File: src/rtl/i2c_tgt_pkg.sv
package i2c_tgt_pkg;
  localparam int BYTE_W = 8;
  localparam int CNT_W  = $clog2(BYTE_W + 1);
  localparam logic [4:0] TEN_HDR = 5'b11110;
  localparam logic [6:0] RSV_ADDR = 7'd1;

  typedef enum logic [2:0] {
    ST_IDLE,
    ST_ADDR1,
    ST_ACK1,
    ST_ADDR2,
    ST_ACK2,
    ST_HOLD
  } addr_st_e;
endpackage

File: src/rtl/i2c_line_sync.sv
module i2c_line_sync #(
  parameter int STAGES = 3
) (
  input  logic clk,
  input  logic rst_n,
  input  logic line_raw,
  output logic line_sync
);
  logic [STAGES-1:0] chain;

  always_ff @(posedge clk or negedge rst_n) begin
    if (!rst_n) chain <= '1;
    else        chain <= {chain[STAGES-2:0], line_raw};
  end

  assign line_sync = chain[STAGES-1];
endmodule

File: src/rtl/i2c_bus_cond.sv
module i2c_bus_cond (
  input  logic clk,
  input  logic rst_n,
  input  logic scl_s,
  input  logic sda_s,
  output logic scl_rise,
  output logic scl_fall,
  output logic start_det,
  output logic stop_det
);
  logic scl_q, sda_q;

  always_ff @(posedge clk or negedge rst_n) begin
    if (!rst_n) begin
      scl_q <= 1'b1;
      sda_q <= 1'b1;
    end else begin
      scl_q <= scl_s;
      sda_q <= sda_s;
    end
  end

  assign scl_rise  = scl_s & ~scl_q;
  assign scl_fall  = ~scl_s & scl_q;
  assign start_det = scl_s & scl_q & sda_q & ~sda_s;
  assign stop_det  = scl_s & scl_q & ~sda_q & sda_s;
endmodule

File: src/rtl/i2c_addr_fsm.sv
module i2c_addr_fsm
  import i2c_tgt_pkg::*;
(
  input  logic       clk,
  input  logic       rst_n,
  input  logic       scl_lvl,
  input  logic       sda_lvl,
  input  logic       scl_rise,
  input  logic       scl_fall,
  input  logic       start_det,
  input  logic       stop_det,
  input  logic [6:0] own_addr7,
  input  logic [9:0] own_addr10,
  input  logic       ten_bit_en,
  input  logic       gc_en,
  output logic       sda_drive_low,
  output logic       match_pulse,
  output logic       dir_read,
  output logic       gen_call
);
  addr_st_e          state;
  logic [BYTE_W-1:0] shreg;
  logic [CNT_W-1:0]  bit_cnt;
  logic              ten_ok;

  logic is_gc, is_rsv, is_hdr, is_hdr_wr;
  logic dec_ack, dec_match, dec_dir, dec_gc, dec_ten_ok;

  always_comb begin
    is_gc     = (shreg == '0);
    is_rsv    = (shreg[7:1] == RSV_ADDR);
    is_hdr    = (shreg[7:3] == TEN_HDR) && (shreg[2:1] == own_addr10[9:8]);
    is_hdr_wr = ten_bit_en && is_hdr && !shreg[0];
    dec_ack    = 1'b0;
    dec_match  = 1'b0;
    dec_dir    = 1'b0;
    dec_gc     = 1'b0;
    dec_ten_ok = ten_ok;
    if (state == ST_ADDR1) begin
      if (is_gc) begin
        dec_ack   = gc_en;
        dec_match = gc_en;
        dec_gc    = gc_en;
      end else if (is_rsv) begin
        dec_ack = 1'b0;
      end else if (ten_bit_en) begin
        if (is_hdr && !shreg[0]) begin
          dec_ack    = 1'b1;
          dec_ten_ok = 1'b0;
        end else if (is_hdr && ten_ok) begin
          dec_ack   = 1'b1;
          dec_match = 1'b1;
          dec_dir   = 1'b1;
        end
      end else if (shreg[7:1] == own_addr7) begin
        dec_ack   = 1'b1;
        dec_match = 1'b1;
        dec_dir   = shreg[0];
      end
    end else if (state == ST_ADDR2) begin
      if (shreg == own_addr10[7:0]) begin
        dec_ack    = 1'b1;
        dec_match  = 1'b1;
        dec_ten_ok = 1'b1;
      end
    end
  end

  always_ff @(posedge clk or negedge rst_n) begin
    if (!rst_n) begin
      state         <= ST_IDLE;
      shreg         <= '0;
      bit_cnt       <= '0;
      ten_ok        <= 1'b0;
      sda_drive_low <= 1'b0;
      match_pulse   <= 1'b0;
      dir_read      <= 1'b0;
      gen_call      <= 1'b0;
    end else begin
      match_pulse <= 1'b0;
      if (stop_det) begin
        state         <= ST_IDLE;
        bit_cnt       <= '0;
        ten_ok        <= 1'b0;
        sda_drive_low <= 1'b0;
        dir_read      <= 1'b0;
        gen_call      <= 1'b0;
      end else if (start_det) begin
        state         <= ST_ADDR1;
        bit_cnt       <= '0;
        sda_drive_low <= 1'b0;
        dir_read      <= 1'b0;
        gen_call      <= 1'b0;
      end else begin
        unique case (state)
          ST_ADDR1, ST_ADDR2: begin
            if (scl_rise && bit_cnt < CNT_W'(BYTE_W)) begin
              shreg   <= {shreg[BYTE_W-2:0], sda_lvl};
              bit_cnt <= bit_cnt + 1'b1;
            end else if (scl_fall && bit_cnt == CNT_W'(BYTE_W)) begin
              bit_cnt <= '0;
              ten_ok  <= dec_ten_ok;
              if (dec_ack) begin
                sda_drive_low <= 1'b1;
                match_pulse   <= dec_match;
                if (dec_match) begin
                  dir_read <= dec_dir;
                  gen_call <= dec_gc;
                end
                state <= (state == ST_ADDR1) ? ST_ACK1 : ST_ACK2;
              end else begin
                state <= ST_IDLE;
              end
            end
          end
          ST_ACK1: begin
            if (scl_fall) begin
              sda_drive_low <= 1'b0;
              state         <= is_hdr_wr ? ST_ADDR2 : ST_HOLD;
            end
          end
          ST_ACK2: begin
            if (scl_fall) begin
              sda_drive_low <= 1'b0;
              state         <= ST_HOLD;
            end
          end
          default: ;
        endcase
      end
    end
  end

  // a match is always signalled together with the acknowledge drive
  a_r2_match_with_ack: assert property (@(posedge clk) disable iff (!rst_n)
    match_pulse |-> sda_drive_low);

  // general call is a write
  a_r5_gc_is_write: assert property (@(posedge clk) disable iff (!rst_n)
    gen_call |-> !dir_read);

  // reserved address never acknowledged
  a_r6_reserved_never: assert property (@(posedge clk) disable iff (!rst_n)
    ($rose(sda_drive_low) && state == ST_ACK1) |-> (shreg[7:1] != RSV_ADDR));

  // STOP releases the line and clears the general-call flag
  a_r9_stop_release: assert property (@(posedge clk) disable iff (!rst_n)
    stop_det |=> (!sda_drive_low && !gen_call && state == ST_IDLE));

  // acknowledge drive begins while SCL is low
  a_r10_drive_scl_low: assert property (@(posedge clk) disable iff (!rst_n)
    $rose(sda_drive_low) |-> !scl_lvl);

  // acknowledge drive ends only on an SCL fall or a bus condition
  a_r10_release_on_fall: assert property (@(posedge clk) disable iff (!rst_n)
    $fell(sda_drive_low) |-> ($past(scl_fall) || $past(start_det) || $past(stop_det)));
endmodule

File: src/rtl/i2c_tgt_addr_detect.sv
module i2c_tgt_addr_detect #(
  parameter int SYNC_STAGES = 3
) (
  input  logic       clk,
  input  logic       rst_n,
  input  logic       scl_in,
  input  logic       sda_in,
  input  logic [6:0] own_addr7,
  input  logic [9:0] own_addr10,
  input  logic       ten_bit_en,
  input  logic       gc_en,
  output logic       sda_drive_low,
  output logic       match_pulse,
  output logic       dir_read,
  output logic       gen_call
);
  localparam int N_LINES = 2;

  logic [N_LINES-1:0] raw_lines, sync_lines;
  logic scl_rise, scl_fall, start_det, stop_det;

  assign raw_lines = {sda_in, scl_in};

  for (genvar g = 0; g < N_LINES; g++) begin : g_sync
    i2c_line_sync #(.STAGES(SYNC_STAGES)) u_sync (
      .clk      (clk),
      .rst_n    (rst_n),
      .line_raw (raw_lines[g]),
      .line_sync(sync_lines[g])
    );
  end

  i2c_bus_cond u_cond (
    .clk      (clk),
    .rst_n    (rst_n),
    .scl_s    (sync_lines[0]),
    .sda_s    (sync_lines[1]),
    .scl_rise (scl_rise),
    .scl_fall (scl_fall),
    .start_det(start_det),
    .stop_det (stop_det)
  );

  i2c_addr_fsm u_fsm (
    .clk          (clk),
    .rst_n        (rst_n),
    .scl_lvl      (sync_lines[0]),
    .sda_lvl      (sync_lines[1]),
    .scl_rise     (scl_rise),
    .scl_fall     (scl_fall),
    .start_det    (start_det),
    .stop_det     (stop_det),
    .own_addr7    (own_addr7),
    .own_addr10   (own_addr10),
    .ten_bit_en   (ten_bit_en),
    .gc_en        (gc_en),
    .sda_drive_low(sda_drive_low),
    .match_pulse  (match_pulse),
    .dir_read     (dir_read),
    .gen_call     (gen_call)
  );
endmodule

File: config.mk
export PLATFORM = sky130hd
export DESIGN_NAME = i2c_tgt_addr_detect
export DESIGN_NICKNAME = d
export VERILOG_FILES = /design/src/rtl/i2c_tgt_pkg.sv /design/src/rtl/i2c_line_sync.sv /design/src/rtl/i2c_bus_cond.sv /design/src/rtl/i2c_addr_fsm.sv /design/src/rtl/i2c_tgt_addr_detect.sv
export SDC_FILE = /design/constraint.sdc
export NUM_CORES = 1
export LEC_CHECK = 0
export CAP_MARGIN = 20
export CORE_ASPECT_RATIO = 1.1
export CORE_MARGIN = 2
export CORE_UTILIZATION = 50
export CTS_CLUSTER_DIAMETER = 60
export DETAILED_ROUTE_END_ITERATION = 8
export PLACE_DENSITY = 0.81
export SLEW_MARGIN = 20
export SYNTH_ARGS = -nofsm -noshare
export SYNTH_HDL_FRONTEND = slang
export SYNTH_SLANG_ARGS = --single-unit
File: constraint.sdc
create_clock -name clk -period 5.5 [get_ports clk]
set_input_delay 1.1 -clock clk [delete_from_list [all_inputs] [get_ports clk]]
set_output_delay 1.1 -clock clk [all_outputs]
set_load 0.02 [all_outputs]
## After elaboration in Yosys (flattened, before gate mapping)

Index checks and enable logic that the tools add are counted.
Widths: inputs -> output; s select.

- Register bits: 28
- Latch bits: 0
- Bits in writable memories: 0
- ROM bits: 0
- Input port bits: 23
- Word-level logic and storage cells: 153
- Memories kept: 0

- Add/subtract/negate cells: 1
- Multiply operators: 0
- Divide/modulo/power cells: 0
- Magnitude comparators: 1
- Equal/unequal tests: 23
- Shift-type cells: 0
- Mux-type cells: 75
- Bitwise operators: 13
- Reductions and logical operators: 28

Operators with widths:

| kind | number |
|---|---|
| $mux 1 | 59 |
| $mux 3 | 9 |
| $mux 4 | 5 |
| $reduce_bool 3->1 | 6 |
| $ne 4x3->1 const B | 4 |
| $reduce_and 5->1 | 3 |
| $ne 3x3->1 const B | 4 |
| $reduce_and 10->1 | 1 |
| $pmux 3 s3 | 1 |
| $eq 8x8->1 | 1 |
| $logic_not 8->1 | 1 |
| $reduce_bool 4->1 | 2 |
| $and 1x1->1 | 7 |
| $eq 7x1->1 const B | 1 |
| $eq 7x7->1 | 1 |
| $logic_and 1x1->1 | 7 |
| $eq 3x2->1 const B | 2 |
| $not 1->1 | 6 |
| $eq 5x5->1 const B | 1 |
| $reduce_bool 5->1 | 1 |
| $add 4x1->4 const B | 1 |
| $eq 4x4->1 const B | 1 |
| $lt 4x4->1 const B | 1 |
| $ne 4x1->1 const B | 1 |
| 13 further kinds | 15 |

## Longest topological paths before layout

Gate-level depths: netlist of the first run.

- Depth after elaboration: 16
- Mapped depth: 8
- Gate-level depth less buffers: 8

## Modules after synthesis

From an unflattened synthesis of the first run, not the netlist that was laid out.

- Cells, all modules: 155
- Area, all modules: 1,574.0 µm²

Modules (own cells, without submodules):

| module | instances | cells each | area each (µm²) | seq. area each (µm²) |
|---|---|---|---|---|
| i2c_addr_fsm | 1 | 143 | 1,331.3 | 500.5 |
| i2c_line_sync | 2 | 3 | 78.8 | 78.8 |
| i2c_bus_cond | 1 | 6 | 85.1 | 52.6 |

## Worst setup path after synthesis of the first run

No wires, ideal clock.

- Path type: input-to-reg
- Start point: input own_addr10[9]
- End point: register u_fsm.sda_drive_low
- Setup time: 0.126 ns
- Arrival time: 2.395 ns
- Required time: 5.374 ns
- Slack: 2.979 ns
- Stages: 6
- Buffers on the path: 0
- Path through: xor2_1 > nor4_1 > o21ai_0 > a21boi_1 > nor4_1 > a221o_1

- Longest elaborated chain between the ends: 11

RTL lines:

| what | RTL line | text |
|---|---|---|
| start: declaration | i2c_tgt_addr_detect.sv:9 | `input logic [9:0] own_addr10,` |
| $eq 2x2->1 (*) | i2c_addr_fsm.sv:32 | `is_hdr = (shreg[7:3] == TEN_HDR) && (shreg[2:1] == own_addr10[9:8]);` |
| $logic_and 1x1->1 (*) | i2c_addr_fsm.sv:32 |  |
| $logic_and 1x1->1 | i2c_addr_fsm.sv:50 | `end else if (is_hdr && ten_ok) begin` |
| $mux 1 | i2c_addr_fsm.sv:50 |  |
| $mux 1 (*) | i2c_addr_fsm.sv:47 | `if (is_hdr && !shreg[0]) begin` |
| $mux 1 (*) | i2c_addr_fsm.sv:46 | `end else if (ten_bit_en) begin` |
| $mux 1 (*) | i2c_addr_fsm.sv:44 | `end else if (is_rsv) begin` |
| $mux 1 (*) | i2c_addr_fsm.sv:40 | `if (is_gc) begin` |
| $mux 1 (*) | i2c_addr_fsm.sv:39 | `if (state == ST_ADDR1) begin` |
| $ne 4x3->1 (no line) (*) | - |  |
| $reduce_and 5->1 (no line) (*) | - |  |
| end signal: assignment | i2c_addr_fsm.sv:75 | `sda_drive_low <= 1'b0;` |
| end signal: assignment | i2c_addr_fsm.sv:85 | `sda_drive_low <= 1'b0;` |
| end signal: assignment | i2c_addr_fsm.sv:91 | `sda_drive_low <= 1'b0;` |
| end: declaration | i2c_addr_fsm.sv:16 | `output logic sda_drive_low,` |

Every way passes the cells marked *; elsewhere a longest branch is shown, timed or not.
A chain may end at the register's enable or synchronous reset.

## Worst setup path after layout of the first run

- Start point: input ten_bit_en
- End point: register u_fsm.sda_drive_low

- Longest elaborated chain between the ends: 6

RTL lines:

| what | RTL line | text |
|---|---|---|
| start: declaration | i2c_tgt_addr_detect.sv:10 | `input logic ten_bit_en,` |
| $mux 1 | i2c_addr_fsm.sv:46 |  |
| $mux 1 | i2c_addr_fsm.sv:44 |  |
| $mux 1 | i2c_addr_fsm.sv:40 |  |
| $mux 1 | i2c_addr_fsm.sv:39 |  |
| $ne 4x3->1 (no line) | - |  |
| $reduce_and 5->1 (no line) | - |  |

Every way passes these cells.

==> results of run 1 <==
-- registers in the layout, indices dropped and copies added (netlist names) --
register and flops:
u_fsm.shreg 8, g_sync.u_sync.chain 6, u_fsm.bit_cnt 4, u_fsm.state 3
u_cond.scl_q 1, u_cond.sda_q 1, u_fsm.dir_read 1, u_fsm.gen_call 1
u_fsm.match_pulse 1, u_fsm.sda_drive_low 1, u_fsm.ten_ok 1
-- cells in the mapped netlist (2+ instances only) --
cell	n
nor3_1	4
inv_1	7
nand4b_1	2
buf_6	3
clkbuf_1	2
a31oi_1	2
dfrtp_1	20
a32o_1	2
dfstp_2	8
xor2_1	17
nor4_1	5
xnor2_1	2
nand3_1	4
o21ai_0	14
nand4_1	4
nand2_1	17
mux2_2	6
nor2_1	7
nor3b_1	2
a21oi_1	2
ha_1	2
-- worst max-delay path, cell delays in order --
cell             delay, ps
clkdlybuf4s50_1        480
nand2_1                 60
nor4_1                 680
o21ai_0                200
a21boi_1               280
nor4_1                  90
a221o_1                270
-- worst max path at each step --
stage                     cells after the start  slack [ps]           from                  end
final                                         7        2560     ten_bit_en  u_fsm.sda_drive_low
after global routing                          7        2360     ten_bit_en       u_fsm.state[1]
after CTS                                     7        2590     ten_bit_en  u_fsm.sda_drive_low
after detailed placement                      7        2230     ten_bit_en  u_fsm.sda_drive_low
after global placement                        7        2290     ten_bit_en  u_fsm.sda_drive_low
after floorplan                               6        2980  own_addr10[9]  u_fsm.sda_drive_low
-- per-stage QoR --
step                      worst slack, ps  hold WS (ps)  total power [mW]
after floorplan                      2980           345             0.470
after global placement               2290           347             0.510
after detailed placement             2230           347             0.527
after CTS                            2590           369             0.663
after global routing                 2360           375             0.698
final                                2560           367             0.658
-- logic make-up (layout without fill, tap and decap cells) --
group                    after synthesis  in the layout  share of synthesized area
AO/OA/AOI/OAI                         30             30                      0.140
XOR/XNOR                              19             19                      0.107
adder cells (fa/ha/maj)                2              2                     0.0161
buffers and inverters                 13             38                     0.0531
flip-flops                            28             28                      0.457
multiplexers                           6              6                     0.0435
AND/OR/NAND/NOR                       53             53                      0.183
-- power groups by stage --
stage | Combinational, mW | Clock (mW) | Sequential, mW
finish | 0.221 | 0.133 | 0.304
detailed placement | 0.220 | 0 | 0.307
CTS | 0.222 | 0.138 | 0.303
floorplan | 0.186 | 0 | 0.284
global route | 0.242 | 0.146 | 0.310
global placement | 0.206 | 0 | 0.304
-- final cells by class --
class / count / area (sq um)
fillers: 261 / 1130
multi-input cells: 110 / 761
flip-flops and latches: 28 / 711
repair buffers: 27 / 268
well taps: 34 / 42.5
clock inverters: 1 / 30.0
inverters: 7 / 26.3
clock buffers: 3 / 22.5
-- per-layer routing --
metal	up-vias	global-route usage	wire length, um
li1	591	-	-
met1	588	0.228	1360
met2	23	0.326	1600
met3	6	0.0311	94
met4	0	0.0843	63
met5	-	0	0
==> impl_metrics.json, run 1 <==
{
  "outcome": "complete, no violations",
  "ys_ff_latch": 28,
  "tns_ps": 0,
  "initial_core_util": 0.519,
  "syn_inst": 151,
  "dpl_cell_area_sq_um": 1810,
  "hold_depth": 0,
  "synth_area_sq_um": 1550,
  "cp-start-kind": "primary input",
  "clk_path_buf_depth": 2,
  "cp_max_fo": 5,
  "hp-class": "register to register",
  "leakage_nw": 0.829,
  "fin_cells": 210,
  "path_clk_slew_ps": 140,
  "fin_skew_ps": 5.64,
  "p_switching_mw": 0.225,
  "fin_area_sq_um": 1860,
  "grt_pass1_wl_mm": 5.28,
  "p_clk_frac": 0.203,
  "htree_levels": 1,
  "cts_root_buf": "clkbuf_4",
  "first_pass_iters": 4,
  "power_density_nw_per_um2": 353,
  "grt_pass1_vias": 1188,
  "end_kind": "register",
  "cts_tree": "yes",
  "die_area_sq_um": 3570,
  "wl_per_cell_um": 14.9,
  "grt_max_degree": 29,
  "fin_nets": 202,
  "grt_usage": 0.189,
  "clk-insertion-delay-late_ps": 330,
  "place.detailed.hpwl_mm": 2.39,
  "synth_edf_count": 0,
  "synth_area_leaders": "dfrtp_1 32%, dfstp_2 14%, xor2_1 9.6%",
  "synth_warnings": 0,
  "synth.distinct_cells": 40,
  "grt_setup_unrepaired": "no",
  "min_from": "g_sync[1].u_sync.chain[1]",
  "postCtsSetupRepairBufs": 0,
  "io_pins": 27,
  "seq_power_share": 0.462,
  "synth-main-ff-cell": "dfrtp_1",
  "core_sq_um": 3000,
  "finalCritPeriodShare": 0.535,
  "slew_viol_final": 0,
  "drc": 0,
  "antenna_found_initial": 0,
  "syn-mean-instance-area_sq_um": 10.3,
  "ys_seq_area_frac": 0.457,
  "max_freq_ghz": 0.340,
  "worst_pin_slew_ps": 759,
  "cts.repair.resized": 0,
  "via_per_inst": 5.75,
  "numCtsBuffers": 3,
  "comb_power_share": 0.335,
  "switching_share": 0.342,
  "synth_largest_area_cell": "dfrtp_1",
  "worst_r2r_endpoint": "u_fsm.sda_drive_low",
  "finish.utilization": 0.621,
  "reg2reg_slack_ps": 3160,
  "setup_viol": 0,
  "chipHeight_um": 62.5,
  "setup.worst_path.class": "primary input to register",
  "grt_overflow": 0,
  "final_common_cell": "clkdlybuf4s50_1",
  "core.rowCount": 21,
  "drt_wl_total_mm": 3.12,
  "port_buffers": 26,
  "ctsHoldBuffers": 0,
  "drtIter0Drc": 36,
  "maxCapViolations": 0,
  "layout_min_cycle_time_ps": 2940,
  "area_growth_pct": 19.7,
  "drive_above_1_share": 0.142,
  "final_antenna_net_count": 0,
  "ir_drop_mv": 0.228,
  "synth-async-reset-ratio": 1.00,
  "num_antenna_cells": 0,
  "slew_headroom": 0.489,
  "holdPathEnd": "g_sync[1].u_sync.chain[2]",
  "layout_common_cells": "26 x clkdlybuf4s50_1, 20 x dfrtp_1, 17 x xor2_1, 17 x nand2_1, 14 x o21ai_0",
  "clock-sinks": 28,
  "cp.required_ps": 5730,
  "rr_worst_depth": 6,
  "internal-power_mw": 0.433,
  "gp_congestion": 0.822,
  "die_w_um": 57.2,
  "crit_arrival_ps": 3170,
  "r2r_start": "u_fsm.shreg[6]",
  "synth_nets": 176,
  "place_inst": 206,
  "vias": 1208,
  "synth_top_cell_area_share": 0.322,
  "final-hold-violation-count": 0
}
Power figures use the tool's default switching activity.
==> run 2, diff against run 1 <==
Settings changed: CORE_UTILIZATION 50 to 47, PLACE_DENSITY 0.81 to 0.8.
Clock period 5.5 ns to 2.6 ns, I/O delays scaled along.
==> run 2 against run 1 <==
Against the previous run: the flow now finishes with violations (DRC); clock skew fell by 3.0 ps; critical path type is now register to register; critical path depth fell by 1; largest cell class unchanged; die area rose by 6.0%; hold slack got worse by 1.5 ps; non-clock buffer count rose by 2; critical endpoint unchanged; first-iteration DRC count rose by 72%.
==> impl_metrics.json, run 2 (synthesized netlist as in run 1, its figures left out) <==
{
  "outcome": "finished with violations",
  "violations": "DRC",
  "port_buffers": 26,
  "final_antenna_net_count": 0,
  "worst_r2r_endpoint": "u_fsm.sda_drive_low",
  "grt_setup_unrepaired": "no",
  "holdPathEnd": "g_sync[1].u_sync.chain[2]",
  "vias": 1233,
  "ir_drop_mv": 0.317,
  "die_area_sq_um": 3780,
  "grt_usage": 0.183,
  "layout_min_cycle_time_ps": 2290,
  "clk-insertion-delay-late_ps": 310,
  "path_clk_slew_ps": 140,
  "grt_pass1_wl_mm": 5.42,
  "setup.worst_path.class": "register to register",
  "core.rowCount": 21,
  "grt_max_degree": 17,
  "die_w_um": 58.8,
  "drc": 1,
  "r2r_start": "u_fsm.shreg[3]",
  "tns_ps": 0,
  "via_per_inst": 5.82,
  "clock-sinks": 28,
  "grt_overflow": 0,
  "drtIter0Drc": 62,
  "clk_path_buf_depth": 2,
  "cts_tree": "yes",
  "core_sq_um": 3100,
  "wl_per_cell_um": 15.0,
  "max_freq_ghz": 0.438,
  "ctsHoldBuffers": 0,
  "end_kind": "register",
  "final-hold-violation-count": 0,
  "worst_pin_slew_ps": 592,
  "cp_max_fo": 6,
  "final_common_cell": "clkdlybuf4s50_1",
  "slew_viol_final": 0,
  "antenna_found_initial": 0,
  "fin_skew_ps": 2.64,
  "largestRegisters": "u_fsm.shreg x8, g_sync.u_sync.chain x6, u_fsm.bit_cnt x4",
  "reg2reg_slack_ps": 310,
  "worst_slack_ps": 314,
  "chipHeight_um": 64.3,
  "postCtsSetupRepairBufs": 0,
  "crit_arrival_ps": 2500,
  "slew_headroom": 0.605,
  "cp-start-kind": "register",
  "fin_cells": 212,
  "fin_area_sq_um": 1860,
  "num_antenna_cells": 0,
  "hold_depth": 0,
  "leakage_nw": 0.833,
  "io_pins": 27,
  "layout_common_cells": "26 x clkdlybuf4s50_1, 20 x dfrtp_1, 17 x xor2_1, 17 x nand2_1, 14 x o21ai_0",
  "dpl_worst_slack_ps": 250,
  "first_pass_iters": 7,
  "fin_nets": 204,
  "place_inst": 208,
  "drive_above_1_share": 0.152,
  "place.detailed.hpwl_mm": 2.50,
  "finalCritPeriodShare": 0.879,
  "rr_worst_depth": 6,
  "regMostFlops": "u_fsm.shreg",
  "hp-class": "register to register",
  "numCtsBuffers": 3,
  "htree_levels": 1,
  "maxCapViolations": 0,
  "setup_viol": 0,
  "gp_congestion": 0.802,
  "min_from": "g_sync[1].u_sync.chain[1]",
  "largest_reg_flops": 8,
  "power_density_nw_per_um2": 707,
  "area_growth_pct": 19.6,
  "grt_pass1_vias": 1240,
  "cts_root_buf": "clkbuf_4",
  "initial_core_util": 0.501,
  "cp.required_ps": 2820,
  "dpl_cell_area_sq_um": 1820,
  "cts.repair.resized": 0,
  "drt_wl_total_mm": 3.17
}
[run 2: cell types whose count changed in the layout (fill, tap and decap cells not counted), sizes merged]
cell    previous run  this run
buf                1         3
bufinv             1         0
clkbuf             3         4
[run 2: layout make-up]
class,instances,area [sq um]
tap,34,42.5
timing repair buffer,29,283
multi-input combinational,110,761
fill,271,1240
clock buffer,4,36.3
inverter,7,26.3
sequential,28,711
[run 2: layer usage]
| metal | GRT usage | wire length, um |
|---|---|---|
| met1 | 0.222 | 1290 |
| met5 | 0 | 0 |
| met2 | 0.329 | 1740 |
| met4 | 0.0540 | 15 |
| met3 | 0.0223 | 126 |
[run 2: metrics by stage]
| step | util | power (mW) | hold WS, ps |
|---|---|---|---|
| after floorplan | - | 0.993 | 224 |
| after global placement | 0.588 | 1.09 | 346 |
| after detailed placement | 0.588 | 1.12 | 347 |
| after CTS | 0.600 | 1.32 | 367 |
| after global routing | 0.600 | 1.40 | 371 |
| final | 0.600 | 1.31 | 365 |
[run 2: how the worst max path moves through the flow]
stage	from	to	slack, ps
6_report	u_fsm.shreg[3]	u_fsm.sda_drive_low	310
5_1_grt	u_fsm.shreg[3]	u_fsm.sda_drive_low	250
4_1_cts	u_fsm.shreg[3]	u_fsm.sda_drive_low	330
3_5_place_dp	ten_bit_en	u_fsm.sda_drive_low	250
3_3_place_gp	ten_bit_en	u_fsm.sda_drive_low	260
2_1_floorplan	u_fsm.shreg[2]	u_fsm.sda_drive_low	420
[run 2: critical path, cell delays in order, from the launching register on]
cell       delay, ps
dfrtp_1          470
or4_4            580
a2111oi_4        250
nor3_2            80
a21boi_1         160
or3_1            350
a221o_1          290
[run 2: report_power, final]
group          switching (mW)  internal (mW)
Sequential              0.122          0.515
Combinational           0.226          0.249
Clock                   0.118         0.0855
